**src/rtl/rrc_pkg.sv**
```systemverilog
package rrc_pkg;
   localparam int unsigned REC_W = 64;

   typedef enum logic [1:0] {
      ST_IDLE = 2'd0,
      ST_OWN  = 2'd1,
      ST_PEER = 2'd2,
      ST_PICK = 2'd3
   } rrc_state_e;

   // status record: bit0 outcome, bit1 unit, attempt index from bit 8 upward
   function automatic logic [REC_W-1:0] pack_record(input logic ok, input logic unit,
                                                    input logic [55:0] attempt);
      logic [REC_W-1:0] r;
      r = '0;
      r[0] = ok;
      r[1] = unit;
      r[REC_W-1:8] = attempt;
      return r;
   endfunction
endpackage

```
**src/rtl/rrc_pick.sv**
```systemverilog
module rrc_pick #(
   parameter bit UNIT_ID = 1'b0
) (
   input  logic rnd_a,
   input  logic rnd_b,
   output logic mine
);
   assign mine = ((rnd_a ^ rnd_b) == UNIT_ID);
endmodule

```
**src/rtl/rrc_log.sv**
```systemverilog
module rrc_log
   import rrc_pkg::*;
#(
   parameter int unsigned PTR_W   = 16,
   parameter int unsigned RETRY_W = 4,
   parameter bit          UNIT_ID = 1'b0
) (
   input  logic               clk,
   input  logic               rst_n,
   input  logic               load,
   input  logic [PTR_W-1:0]   base,
   input  logic               step,
   input  logic               emit,
   input  logic               ok,
   input  logic [RETRY_W-1:0] attempt,
   output logic               wr_req,
   output logic [PTR_W-1:0]   wr_addr,
   output logic [REC_W-1:0]   wr_data
);
   localparam int unsigned PAD_W = 56 - RETRY_W;

   logic [PTR_W-1:0] ptr_q;
   logic [55:0]      attempt_ext;

   generate
      if (PAD_W > 0) begin : g_pad
         assign attempt_ext = {{PAD_W{1'b0}}, attempt};
      end else begin : g_nopad
         assign attempt_ext = attempt;
      end
   endgenerate

   always_ff @(posedge clk) begin
      if (!rst_n) begin
         ptr_q   <= '0;
         wr_req  <= 1'b0;
         wr_addr <= '0;
         wr_data <= '0;
      end else begin
         wr_req <= 1'b0;
         if (load) begin
            ptr_q <= base;
         end else if (step) begin
            ptr_q <= ptr_q + 1'b1;
         end
         if (emit) begin
            wr_req  <= 1'b1;
            wr_addr <= ptr_q;
            wr_data <= pack_record(ok, UNIT_ID, attempt_ext);
         end
      end
   end
endmodule

```
**src/rtl/rrc_unit.sv**
```systemverilog
module rrc_unit
   import rrc_pkg::*;
#(
   parameter bit          UNIT_ID = 1'b0,
   parameter int unsigned RETRY_W = 4,
   parameter int unsigned PTR_W   = 16
) (
   input  logic               clk,
   input  logic               rst_n,
   input  logic               op_start,
   input  logic               op_abort,
   input  logic [RETRY_W-1:0] cfg_retries,
   input  logic               cfg_log_ok,
   input  logic [PTR_W-1:0]   cfg_status_base,
   input  logic               rnd_a,
   input  logic               rnd_b,
   input  logic               retx_in,
   output logic               retx_out,
   input  logic               conn_done,
   input  logic               conn_ok,
   output logic               tx_active,
   output logic               drop_out,
   output logic               st_wr_req,
   output logic [PTR_W-1:0]   st_wr_addr,
   output logic [REC_W-1:0]   st_wr_data,
   output logic [RETRY_W-1:0] retry_cnt,
   output logic               ack_seen,
   output logic               ack_good
);
   if (RETRY_W < 1 || RETRY_W > 56) begin : g_bad_retry_w
      $error("rrc_unit: RETRY_W must lie in 1..56");
   end
   if (PTR_W < 2) begin : g_bad_ptr_w
      $error("rrc_unit: PTR_W must be at least 2");
   end

   rrc_state_e         state_q;
   logic [RETRY_W-1:0] cnt_q;
   logic [RETRY_W-1:0] limit_q;
   logic               log_ok_q;
   logic               retx_q;
   logic               drop_q;
   logic               seen_q;
   logic               good_q;
   logic               mine;
   logic               owner_result;
   logic               emit;
   logic               step;

   rrc_pick #(.UNIT_ID(UNIT_ID)) u_pick (
      .rnd_a (rnd_a),
      .rnd_b (rnd_b),
      .mine  (mine)
   );

   assign owner_result = (state_q == ST_OWN) && conn_done && !op_abort && !op_start;
   assign emit         = owner_result && (!conn_ok || log_ok_q);
   assign step         = (state_q == ST_PEER) && retx_in && !op_abort && !op_start;

   rrc_log #(.PTR_W(PTR_W), .RETRY_W(RETRY_W), .UNIT_ID(UNIT_ID)) u_log (
      .clk     (clk),
      .rst_n   (rst_n),
      .load    (op_start),
      .base    (cfg_status_base),
      .step    (step),
      .emit    (emit),
      .ok      (conn_ok),
      .attempt (cnt_q),
      .wr_req  (st_wr_req),
      .wr_addr (st_wr_addr),
      .wr_data (st_wr_data)
   );

   always_ff @(posedge clk) begin
      if (!rst_n) begin
         state_q  <= ST_IDLE;
         cnt_q    <= '0;
         limit_q  <= '0;
         log_ok_q <= 1'b0;
         retx_q   <= 1'b0;
         drop_q   <= 1'b0;
         seen_q   <= 1'b0;
         good_q   <= 1'b0;
      end else begin
         retx_q <= 1'b0;
         drop_q <= 1'b0;
         if (op_start) begin
            cnt_q    <= '0;
            limit_q  <= cfg_retries;
            log_ok_q <= cfg_log_ok;
            seen_q   <= 1'b0;
            good_q   <= 1'b0;
            state_q  <= mine ? ST_OWN : ST_PEER;
         end else begin
            unique case (state_q)
               ST_OWN: begin
                  if (op_abort) begin
                     drop_q  <= 1'b1;
                     state_q <= ST_IDLE;
                  end else if (conn_done) begin
                     if (conn_ok) begin
                        seen_q  <= 1'b1;
                        good_q  <= 1'b1;
                        state_q <= ST_IDLE;
                     end else if (cnt_q == limit_q) begin
                        seen_q  <= 1'b1;
                        good_q  <= 1'b0;
                        state_q <= ST_IDLE;
                     end else begin
                        retx_q  <= 1'b1;
                        state_q <= ST_PEER;
                     end
                  end
               end
               ST_PEER: begin
                  if (op_abort) begin
                     state_q <= ST_IDLE;
                  end else if (retx_in) begin
                     cnt_q   <= cnt_q + 1'b1;
                     state_q <= ST_PICK;
                  end
               end
               ST_PICK: begin
                  if (op_abort) begin
                     state_q <= ST_IDLE;
                  end else begin
                     state_q <= mine ? ST_OWN : ST_PEER;
                  end
               end
               default: state_q <= ST_IDLE;
            endcase
         end
      end
   end

   assign tx_active = (state_q == ST_OWN);
   assign retx_out  = retx_q;
   assign drop_out  = drop_q;
   assign retry_cnt = cnt_q;
   assign ack_seen  = seen_q;
   assign ack_good  = good_q;
endmodule

```
**config.mk**
```make
export PLATFORM = sky130hd
export DESIGN_NAME = rrc_unit
export DESIGN_NICKNAME = d
export VERILOG_FILES = /design/src/rtl/rrc_pkg.sv /design/src/rtl/rrc_pick.sv /design/src/rtl/rrc_log.sv /design/src/rtl/rrc_unit.sv
export SDC_FILE = /design/constraint.sdc
export NUM_CORES = 1
export LEC_CHECK = 0
export ABC_AREA = 1
export BUFFER_PORTS_ARGS = -buffer_cell sky130_fd_sc_hd__buf_4
export CAP_MARGIN = 10
export CORE_MARGIN = 8
export CORE_UTILIZATION = 44
export DETAILED_ROUTE_END_ITERATION = 10
export GPL_TIMING_DRIVEN = 0
export PLACE_DENSITY = 0.88
export RECOVER_POWER = 25
export SETUP_SLACK_MARGIN = 0.5
export SYNTH_ARGS = -nofsm -noshare
export SYNTH_HDL_FRONTEND = slang
export SYNTH_HIERARCHICAL = 1
export SYNTH_SLANG_ARGS = --single-unit
```
**constraint.sdc**
```tcl
create_clock -name clk -period 1.48 [get_ports clk]
set_input_delay 0.222 -clock clk [delete_from_list [all_inputs] [get_ports clk]]
set_output_delay 0.222 -clock clk [all_outputs]
set_load 0.02 [all_outputs]
```
==> flow_summary.ini, run 1 <==
[outcome]
outcome = finished, violations left
violations = setup timing

[floorplan]
io_pins = 120
die_w_um = 98.3
dieArea_um2 = 9670
die_y_um = 98.3
core_um2 = 6680
initial_core_util = 0.446
num_rows = 30

[logic_synthesis]
syn_area_um2 = 2980
synth_edf_count = 0
synth_warnings = 6
synth_cells = 412
ys_ff_latch = 53
synthArstFlopShare = 0
synth_cell_types = 36
yosysSeqAreaShare = 0.356
avgSynthCellArea_um2 = 7.24
ys.flop_type = dfxtp_1

[clocking]
root_buffer = clkbuf_8
cts_buffers = 5
cts_tree = built
cts_buffer_depth = 2
cts_max_level = 2
cts_hold_buf = 0
clock_latency_ns = 0.32
path_clk_slew_ns = 0.11
clkSinkCount = 53

[timing]
tightest_slew_ns = 0.691
hold_violations = 0
slew_viol_final = 0
setup_ws_ns = -0.198
finalCriticalPeriod_ns = 1.68
setup_viol_count_final = 43
relSlewSlack = 0.539
max_freq_mhz = 596
fin_worst_skew_ns = 0.0106
rsz0062_at_grt = true
fin_crit_sh = 1.13
setup_tns_ns = -3.63

[final_layout]
drive_gt1_frac = 0.495
fin_cells = 662
nets = 613
syn_to_final_growth_pct = 58.4
finalInstanceArea_um2 = 4730
diodes = 0

[placement]
gp_congestion = 0.917
port_buffers = 60
place_inst = 610
placedInstanceArea_um2 = 3840
dp_hpwl_um = 6490

[critical_path]
r2r_cells = 10
cp.required_ns = 1.71
cp-start-kind = flop
r2r_setup_slack_ns = -0.20
crit_arrival_ns = 1.91
rr_startpoint = state_q[1]
end_kind = flop
crit_type = reg -> reg
crit_fanout = 5
regToRegEndpoint = u_log/ptr_q[6]

[pwr]
comb_power_share = 0.234
power.leakage_nw = 2.32
power.density_nw_per_um2 = 654
p_total_mw = 3.09
switchingPower_mw = 0.983
switching_share = 0.318
pwr-share-seq = 0.494
peakVddDrop_uv = 484
p_int_mw = 2.11
pwr-share-clk = 0.272

[routing]
ant_nets = 0
vias = 3368
viasPerCell = 5.09
drc = 0
wl_per_cell_um = 16.5
drtIter0Drc = 396
wl_um = 10900
drtPass1Iterations = 5

[hold_path]
worstHoldPathCells = 3
hp-class = in -> reg
hp-start = conn_ok
hold_end = u_log/wr_data[0]

[flow_run]
max-cap-violations = 0

[global_routing]
track_usage = 0.189
grt_remaining_overflow = 0
grt_max_degree = 17
grt_pass1_vias = 3116
grt_antenna_before_repair = 0
grt_pass1_wl_um = 15100
## worst max-delay path, cell delays in order (launching register included)
cell     delay [ns]
dfxtp_2        0.35
inv_2          0.05
nor3_4         0.22
nand2_4        0.09
nor2_4         0.24
nand2_4        0.14
inv_8          0.10
nand2_4        0.05
o21ai_2        0.08
o21ai_1        0.10
a31oi_1        0.17
## stage by stage
step | hold WS [ns] | worst slack [ns] | utilization
floorplan | 0.335 | 0.0758 | -
global placement | 0.445 | -0.139 | 0.575
detailed placement | 0.464 | -0.223 | 0.575
CTS | 0.145 | -0.106 | 0.659
global route | 0.146 | -0.256 | 0.707
finish | 0.148 | -0.198 | 0.707
## area by class of cell
class	count	area, µm²
sequential	53	1110
multi-input combinational	301	1680
clock buffer	5	68.8
buffer	70	553
inverter	46	188
tap	80	100
timing repair buffer	104	1010
fill	452	1960
clock inverter	3	17.5
## how the worst max path moves through the flow
| stage | from | endpoint | slack, ns | cells past startpoint |
|---|---|---|---|---|
| 5_1_grt | state_q[1] | u_log/ptr_q[10] | -0.26 | 8 |
| 4_1_cts | state_q[1] | u_log/ptr_q[14] | -0.11 | 11 |
| 6_report | state_q[1] | u_log/ptr_q[6] | -0.20 | 10 |
| 3_3_place_gp | op_abort | u_log/ptr_q[6] | -0.14 | 10 |
| 3_5_place_dp | op_abort | u_log/ptr_q[6] | -0.22 | 10 |
| 2_1_floorplan | state_q[0] | u_log/ptr_q[14] | 0.08 | 10 |
## routing by layer
metal | vias to the layer above | part of all wire | global-route usage | wire [µm]
met3 | 54 | 0.11 | 0.0640 | 1180
met2 | 263 | 0.49 | 0.322 | 5330
met5 | - | 0 | 0 | 0
li1 | 1556 | - | - | -
met1 | 1495 | 0.37 | 0.213 | 4020
met4 | 0 | 0.036 | 0.0685 | 397
## Yosys cell counts (2+ instances only)
master,instances,area share
nor2_2,7,0.015
xor2_1,2,0.0059
nand2_4,2,0.0075
a22oi_1,8,0.020
a21oi_1,26,0.044
nand3_2,2,0.0067
dfxtp_1,53,0.36
inv_2,6,0.0075
nor3_1,3,0.0050
o21ai_1,6,0.010
nand2_1,64,0.081
nand2_2,4,0.0084
buf_4,60,0.15
a31oi_1,5,0.010
nand3_1,18,0.030
o21ai_2,2,0.0059
nor2_1,41,0.052
nand4_1,3,0.0063
ha_1,2,0.0084
inv_1,37,0.047
clkbuf_1,8,0.010
o21ai_0,34,0.057
nor2_4,2,0.0075
clkinv_2,2,0.0034
a21oi_2,4,0.012
## registers in the layout, indices dropped and copies added, names as in the netlist, 2 cells and up
| register | count |
|---|---|
| limit_q | 4 |
| u_log/ptr_q | 16 |
| u_log/wr_data | 5 |
| state_q | 2 |
| retry_cnt | 4 |
| u_log/wr_addr | 16 |
## cell families after synthesis
| group | count (synthesis) | share of synthesized area |
|---|---|---|
| AOI/OAI and AO/OA | 89 | 0.171 |
| xor gates and xnor gates | 3 | 0.00881 |
| adders and majority gates | 2 | 0.00839 |
| buffers and inverters | 116 | 0.227 |
| DFF | 53 | 0.356 |
| other | 1 | 0.00126 |
| and+or+nand+nor | 148 | 0.228 |
## power by group through the flow
stage                     Sequential [mW]  Combinational, mW  Clock [mW]
after floorplan                      1.55              0.438           0
after global placement               1.55              0.570           0
after detailed placement             1.55              0.582           0
after CTS                            1.52              0.640       0.831
after global routing                 1.53              0.768       0.903
final                                1.53              0.722       0.841
## timing repair
item / CTS / global route
pin swaps: 14 / 24
endpoints found under the setup margin: 78 / 79
gates cloned: 2 / 2
buffers inserted: 23 / 17
resized for setup: 100 / 51
## layout by cell type, fill, tap and decap left out, types with 7 or more instances in the layout
cell	n
a21oi_1	23
a21oi_2	7
buf_4	112
buf_6	48
conb_1	59
dfxtp_1	20
dfxtp_2	29
inv_1	35
nand2_1	56
nand2_2	8
nand3_1	12
nor2_1	28
nor2_2	17
o21ai_0	10
o21ai_1	24
o21ai_2	7
Power figures use the tool's default switching activity.
==> run 2: changes to the inputs <==
- ABC_AREA: 1 -> unset
- GPL_TIMING_DRIVEN: 0 -> unset
==> flow_summary.ini, run 2 <==
[global_routing]
grt_antenna_before_repair = 0
grt_pass1_wl_um = 14200
grt_pass1_vias = 2790
grt_remaining_overflow = 0
track_usage = 0.180
grt_max_degree = 35

[critical_path]
end_kind = flop
crit_type = reg -> reg
r2r_cells = 7
crit_fanout = 4
regToRegEndpoint = u_log/ptr_q[12]
cp.required_ns = 1.70
r2r_setup_slack_ns = -0.36
crit_arrival_ns = 2.06
cp-start-kind = flop
rr_startpoint = state_q[0]

[final_layout]
fin_util = 0.665
nets = 453
largestRegisters = u_log/ptr_q (16), u_log/wr_addr (16), u_log/wr_data (5)
mostFrequentLayoutCell = buf_4
finalInstanceArea_um2 = 4230
final_cell_mix = buf_4, conb_1, buf_6, nor2b_1, dfxtp_2
fin_cells = 499
syn_to_final_growth_pct = 45.7
drive_gt1_frac = 0.464
diodes = 0

[clocking]
clock_latency_ns = 0.31
cts_tree = built
cts_max_level = 2
clkSinkCount = 53
cts_buffers = 5
path_clk_slew_ns = 0.11
cts_buffer_depth = 2
root_buffer = clkbuf_8

[logic_synthesis]
synthArstFlopShare = 0
yosys-top-cells-count = buf_4, dfxtp_1, nor2b_1, mux2i_1, o21ai_0
synth_cell_types = 46
synth_warnings = 6
yosysMostFrequentCell = buf_4
avgSynthCellArea_um2 = 9.33
syn_area_um2 = 2900
synthMuxAreaShare = 0.0966
synthSimpleGateAreaFrac = 0.191
synthXorXnorAreaFrac = 0.0362
ys_ff_latch = 53
synth_top_family_by_area = simple AND/OR/NAND/NOR gates
ys.flop_type = dfxtp_1
synth-compound-area-share = 0.118
synth_top_area_share = 0.366
yosysSeqAreaShare = 0.366
yosysTopAreaCell = dfxtp_1
synth_cells = 311
synth_fa_ha_area_frac = 0.00863
synthTopCellsByArea = dfxtp_1, buf_4, mux2i_1
synth_edf_count = 0

[outcome]
violations = setup timing
outcome = finished, violations left

[timing]
slew_viol_final = 0
setup_viol_count_final = 43
hold_violations = 0
setup_tns_ns = -7.63
rsz0062_at_grt = true
fin_worst_skew_ns = 0.0126
setup_ws_ns = -0.362
fin_crit_sh = 1.24
finalCriticalPeriod_ns = 1.84
max_freq_mhz = 543

[routing]
wl_um = 9340
ant_nets = 0
drtIter0Drc = 153
wl_per_cell_um = 18.7
drc = 0
vias = 2668
drtPass1Iterations = 4
viasPerCell = 5.35

[floorplan]
initial_core_util = 0.457
core_um2 = 6350
dieArea_um2 = 9450
die_y_um = 97.2
die_w_um = 97.2
num_rows = 29
io_pins = 120

[pwr]
power.leakage_nw = 1.79
peakVddDrop_uv = 611
power.density_nw_per_um2 = 697

[placement]
place_inst = 461
dp_hpwl_um = 5410
placedInstanceArea_um2 = 3400
gp_congestion = 0.788
port_buffers = 60

[hold_path]
worstHoldPathCells = 2
hold_end = u_log/ptr_q[0]
hp-start = cfg_status_base[0]
hp-class = in -> reg

[flow_run]
max-cap-violations = 0
[run 2: logic make-up (layout without fill, tap and decap cells)]
logic type / Yosys count / count (layout)
AO/OA/AOI/OAI: 49 / 49
XOR/XNOR: 12 / 12
adder cells (fa/ha/maj): 2 / 2
buffers and inverters: 78 / 130
flip-flops: 53 / 53
multiplexers: 28 / 28
other: 1 / 59
AND/OR/NAND/NOR: 88 / 89
[run 2: through the flow]
stage	power, mW	setup slack, ns	hold WS (ns)
floorplan	1.97	-0.307	0.299
global placement	2.00	-0.338	0.442
detailed placement	2.02	-0.450	0.447
CTS	2.87	-0.253	0.136
global route	3.06	-0.396	0.127
finish	2.94	-0.362	0.145
[run 2: repair_timing]
action,in CTS,in global routing
setup buffers,19,6
gates cloned,5,0
pin swaps,26,10
hold buffers,0,0
resized for setup,100,21
setup endpoints to repair,77,79
[run 2: worst max-delay path, cell delays in order, from the launching register on]
cell and delay (ns):
dfxtp_2 0.33, and4bb_2 0.30, nor2b_4 0.18, buf_6 0.13, nand3_4 0.08, buf_6 0.14
o41a_1 0.34, a211oi_2 0.25
[run 2: report_power, final]
part	internal, mW	leakage, nW	switching, mW	total, mW
sequential	1.46	0.450	0.0621	1.53
combinational	0.242	1.30	0.349	0.591
clock	0.330	0.0450	0.497	0.827
total	2.04	1.79	0.908	2.94
[run 2: final cells by class]
| type | instances | area, µm² |
|---|---|---|
| clock buffers | 6 | 72.6 |
| clock inverters | 2 | 10.0 |
| well taps | 77 | 96.3 |
| fillers | 476 | 2120 |
| flip-flops and latches | 53 | 1110 |
| inverters | 5 | 18.8 |
| repair buffers | 117 | 1130 |
| multi-input cells | 239 | 1790 |
[run 2: worst max-delay path by stage]
stage	from	endpoint	slack [ns]	cells past startpoint
after floorplan	state_q[0]	u_log/ptr_q[13]	-0.31	7
after global placement	op_abort	u_log/ptr_q[8]	-0.34	7
after detailed placement	op_abort	u_log/ptr_q[8]	-0.45	7
after CTS	state_q[0]	u_log/ptr_q[8]	-0.25	6
after global routing	state_q[0]	u_log/ptr_q[11]	-0.40	6
final	state_q[0]	u_log/ptr_q[12]	-0.36	7
[run 2: per-layer routing]
metal / vias to the layer above / part of all wire / global-route usage
li1: 1183 / - / -
met1: 1284 / 0.37 / 0.195
met2: 164 / 0.49 / 0.305
met3: 37 / 0.095 / 0.0626
met4: 0 / 0.040 / 0.0876
met5: - / 0 / 0
==> run 3: changes to the inputs <==
- REMOVE_ABC_BUFFERS: unset -> 1
==> flow_summary.ini, run 3 (synthesized netlist as in run 2, its figures left out) <==
[routing]
drc = 0
ant_nets = 0
wl_met2_um = 4370
wl_um = 8690
wl_per_cell_um = 17.3
dr_wl_met3_um = 675
drtPass1Iterations = 4
wl_met1_um = 3390
drtIter0Drc = 232
vias = 2576
top_layer_used = met4
viasPerCell = 5.13

[critical_path]
cp_slowest_stage_delay_ns = 0.41
cp.required_ns = 1.73
regToRegEndpoint = u_log/ptr_q[9]
end_kind = flop
cp-start-kind = flop
crit_type = reg -> reg
worst_path_most_repeated_cell = buf_6
cp_cell_sequence = and4bb_2 -> nor2b_4 -> buf_6 -> nand4_1 -> buf_6 -> or4_4 -> a31oi_2
crit_arrival_ns = 2.08
r2r_setup_slack_ns = -0.36
cp_slowest_cell = or4_4
r2r_cells = 7
rr_startpoint = state_q[0]
crit_fanout = 6

[timing]
hold_violations = 0
relSlewSlack = 0.514
setup_ws_ns = -0.359
max_freq_mhz = 544
rsz0062_at_grt = true
fin_worst_skew_ns = 0.0134
finalCriticalPeriod_ns = 1.84
hold_ws_ns = 0.139
setup_viol_count_final = 39
tightest_slew_ns = 0.728
slew_viol_final = 0
fin_crit_sh = 1.24

[global_routing]
grt_remaining_overflow = 0
grt_antenna_before_repair = 0
grt_max_degree = 27
grt_pass1_wl_um = 12500
grt_pass1_vias = 2654
track_usage = 0.154

[pwr]
switching_share = 0.284
comb_power_share = 0.196
p_int_mw = 2.23
switchingPower_mw = 0.886
power.density_nw_per_um2 = 735
power.leakage_nw = 1.80
pwr-share-clk = 0.315
pwr-share-seq = 0.489
peakVddDrop_uv = 716

[clocking]
clock_latency_ns = 0.31
clkSinkCount = 53
cts_tree = built
cts_hold_buf = 0
root_buffer = clkbuf_8
path_clk_slew_ns = 0.10
cts_buffer_depth = 2
cts_max_level = 2
cts_buffers = 5

[floorplan]
die_w_um = 97.2
die_y_um = 97.2
io_pins = 120
core_um2 = 6350
num_rows = 29
dieArea_um2 = 9450
initial_core_util = 0.457

[placement]
place_inst = 464
port_buffers = 60
dp_hpwl_um = 5230
gp_congestion = 0.827

[final_layout]
nets = 457
syn_to_final_growth_pct = 46.2
largestRegisters = u_log/ptr_q (16), u_log/wr_addr (16), u_log/wr_data (5)
fill_cells = 433
mostFrequentLayoutCell = buf_4
fin_cells = 502
final_cell_mix = buf_4, conb_1, buf_6, dfxtp_2, nor2b_1
drive_gt1_frac = 0.461
diodes = 0

[hold_path]
hp-start = cfg_status_base[1]
hold_end = u_log/ptr_q[1]
worstHoldPathCells = 2
hp-class = in -> reg

[outcome]
violations = setup timing
outcome = finished, violations left

[flow_run]
max-cap-violations = 0
[run 3: changes by cell type in the layout (fill, tap and decap cells not counted), sizes merged]
cell    delta
clkinv     -2
clkbuf     +1
bufinv     +1
buf        +3
inv        +1
nand3      -1
[run 3: power groups by stage]
| stage | Combinational, mW | Clock, mW | Sequential [mW] |
|---|---|---|---|
| after detailed placement | 0.484 | 0 | 1.55 |
| after CTS | 0.529 | 0.987 | 1.51 |
| final | 0.612 | 0.982 | 1.52 |
| after global routing | 0.652 | 1.05 | 1.53 |
| after floorplan | 0.279 | 0 | 1.55 |
| after global placement | 0.473 | 0 | 1.54 |
[run 3: timing repair]
item,CTS,global route
gates resized for setup,84,38
pin swaps,20,17
setup buffers,17,10
gates cloned,3,1
setup endpoints to repair,77,79
[run 3: worst max path at each step]
stage                    start              end
floorplan           state_q[0]  u_log/ptr_q[11]
global placement      op_abort  u_log/ptr_q[10]
detailed placement    op_abort  u_log/ptr_q[10]
CTS                 state_q[0]  u_log/ptr_q[15]
global route        state_q[0]   u_log/ptr_q[9]
finish              state_q[0]   u_log/ptr_q[9]
[run 3: metrics by stage]
| step | util | total power, mW | TNS, ns | area [µm²] | setup slack (ns) |
|---|---|---|---|---|---|
| 6_report | 0.668 | 3.12 | -5.10 | 4240 | -0.359 |
| 5_1_grt | 0.668 | 3.23 | -7.31 | 4240 | -0.417 |
| 4_1_cts | 0.625 | 3.03 | -3.64 | 3970 | -0.299 |
| 3_5_place_dp | 0.538 | 2.03 | -5.29 | 3410 | -0.402 |
| 3_3_place_gp | 0.538 | 2.02 | -3.64 | 3410 | -0.359 |
| 2_1_floorplan | - | 1.83 | -15.50 | 2610 | -0.666 |
[run 3: routing by layer]
| metal | vias up | GRT usage |
|---|---|---|
| li1 | 1194 | - |
| met1 | 1214 | 0.166 |
| met2 | 141 | 0.277 |
| met3 | 27 | 0.0505 |
| met4 | 0 | 0.0450 |
| met5 | - | 0 |
[run 3: critical path: cells and delay by family (launching register included)]
kind,cells,cell delay (ns)
DFF,1,0.33
and+or+nand+nor,4,0.99
AOI/OAI and AO/OA,1,0.18
buffers and inverters,2,0.29
[run 3: layout make-up]
type / count / area, µm² / share of cell area
inverters: 5 / 18.8 / 0.00443
repair buffers: 122 / 1180 / 0.277
clock inverters: 2 / 38.8 / 0.00915
multi-input cells: 238 / 1740 / 0.410
flip-flops and latches: 53 / 1100 / 0.261
clock buffers: 5 / 68.8 / 0.0162
well taps: 77 / 96.3 / 0.0227
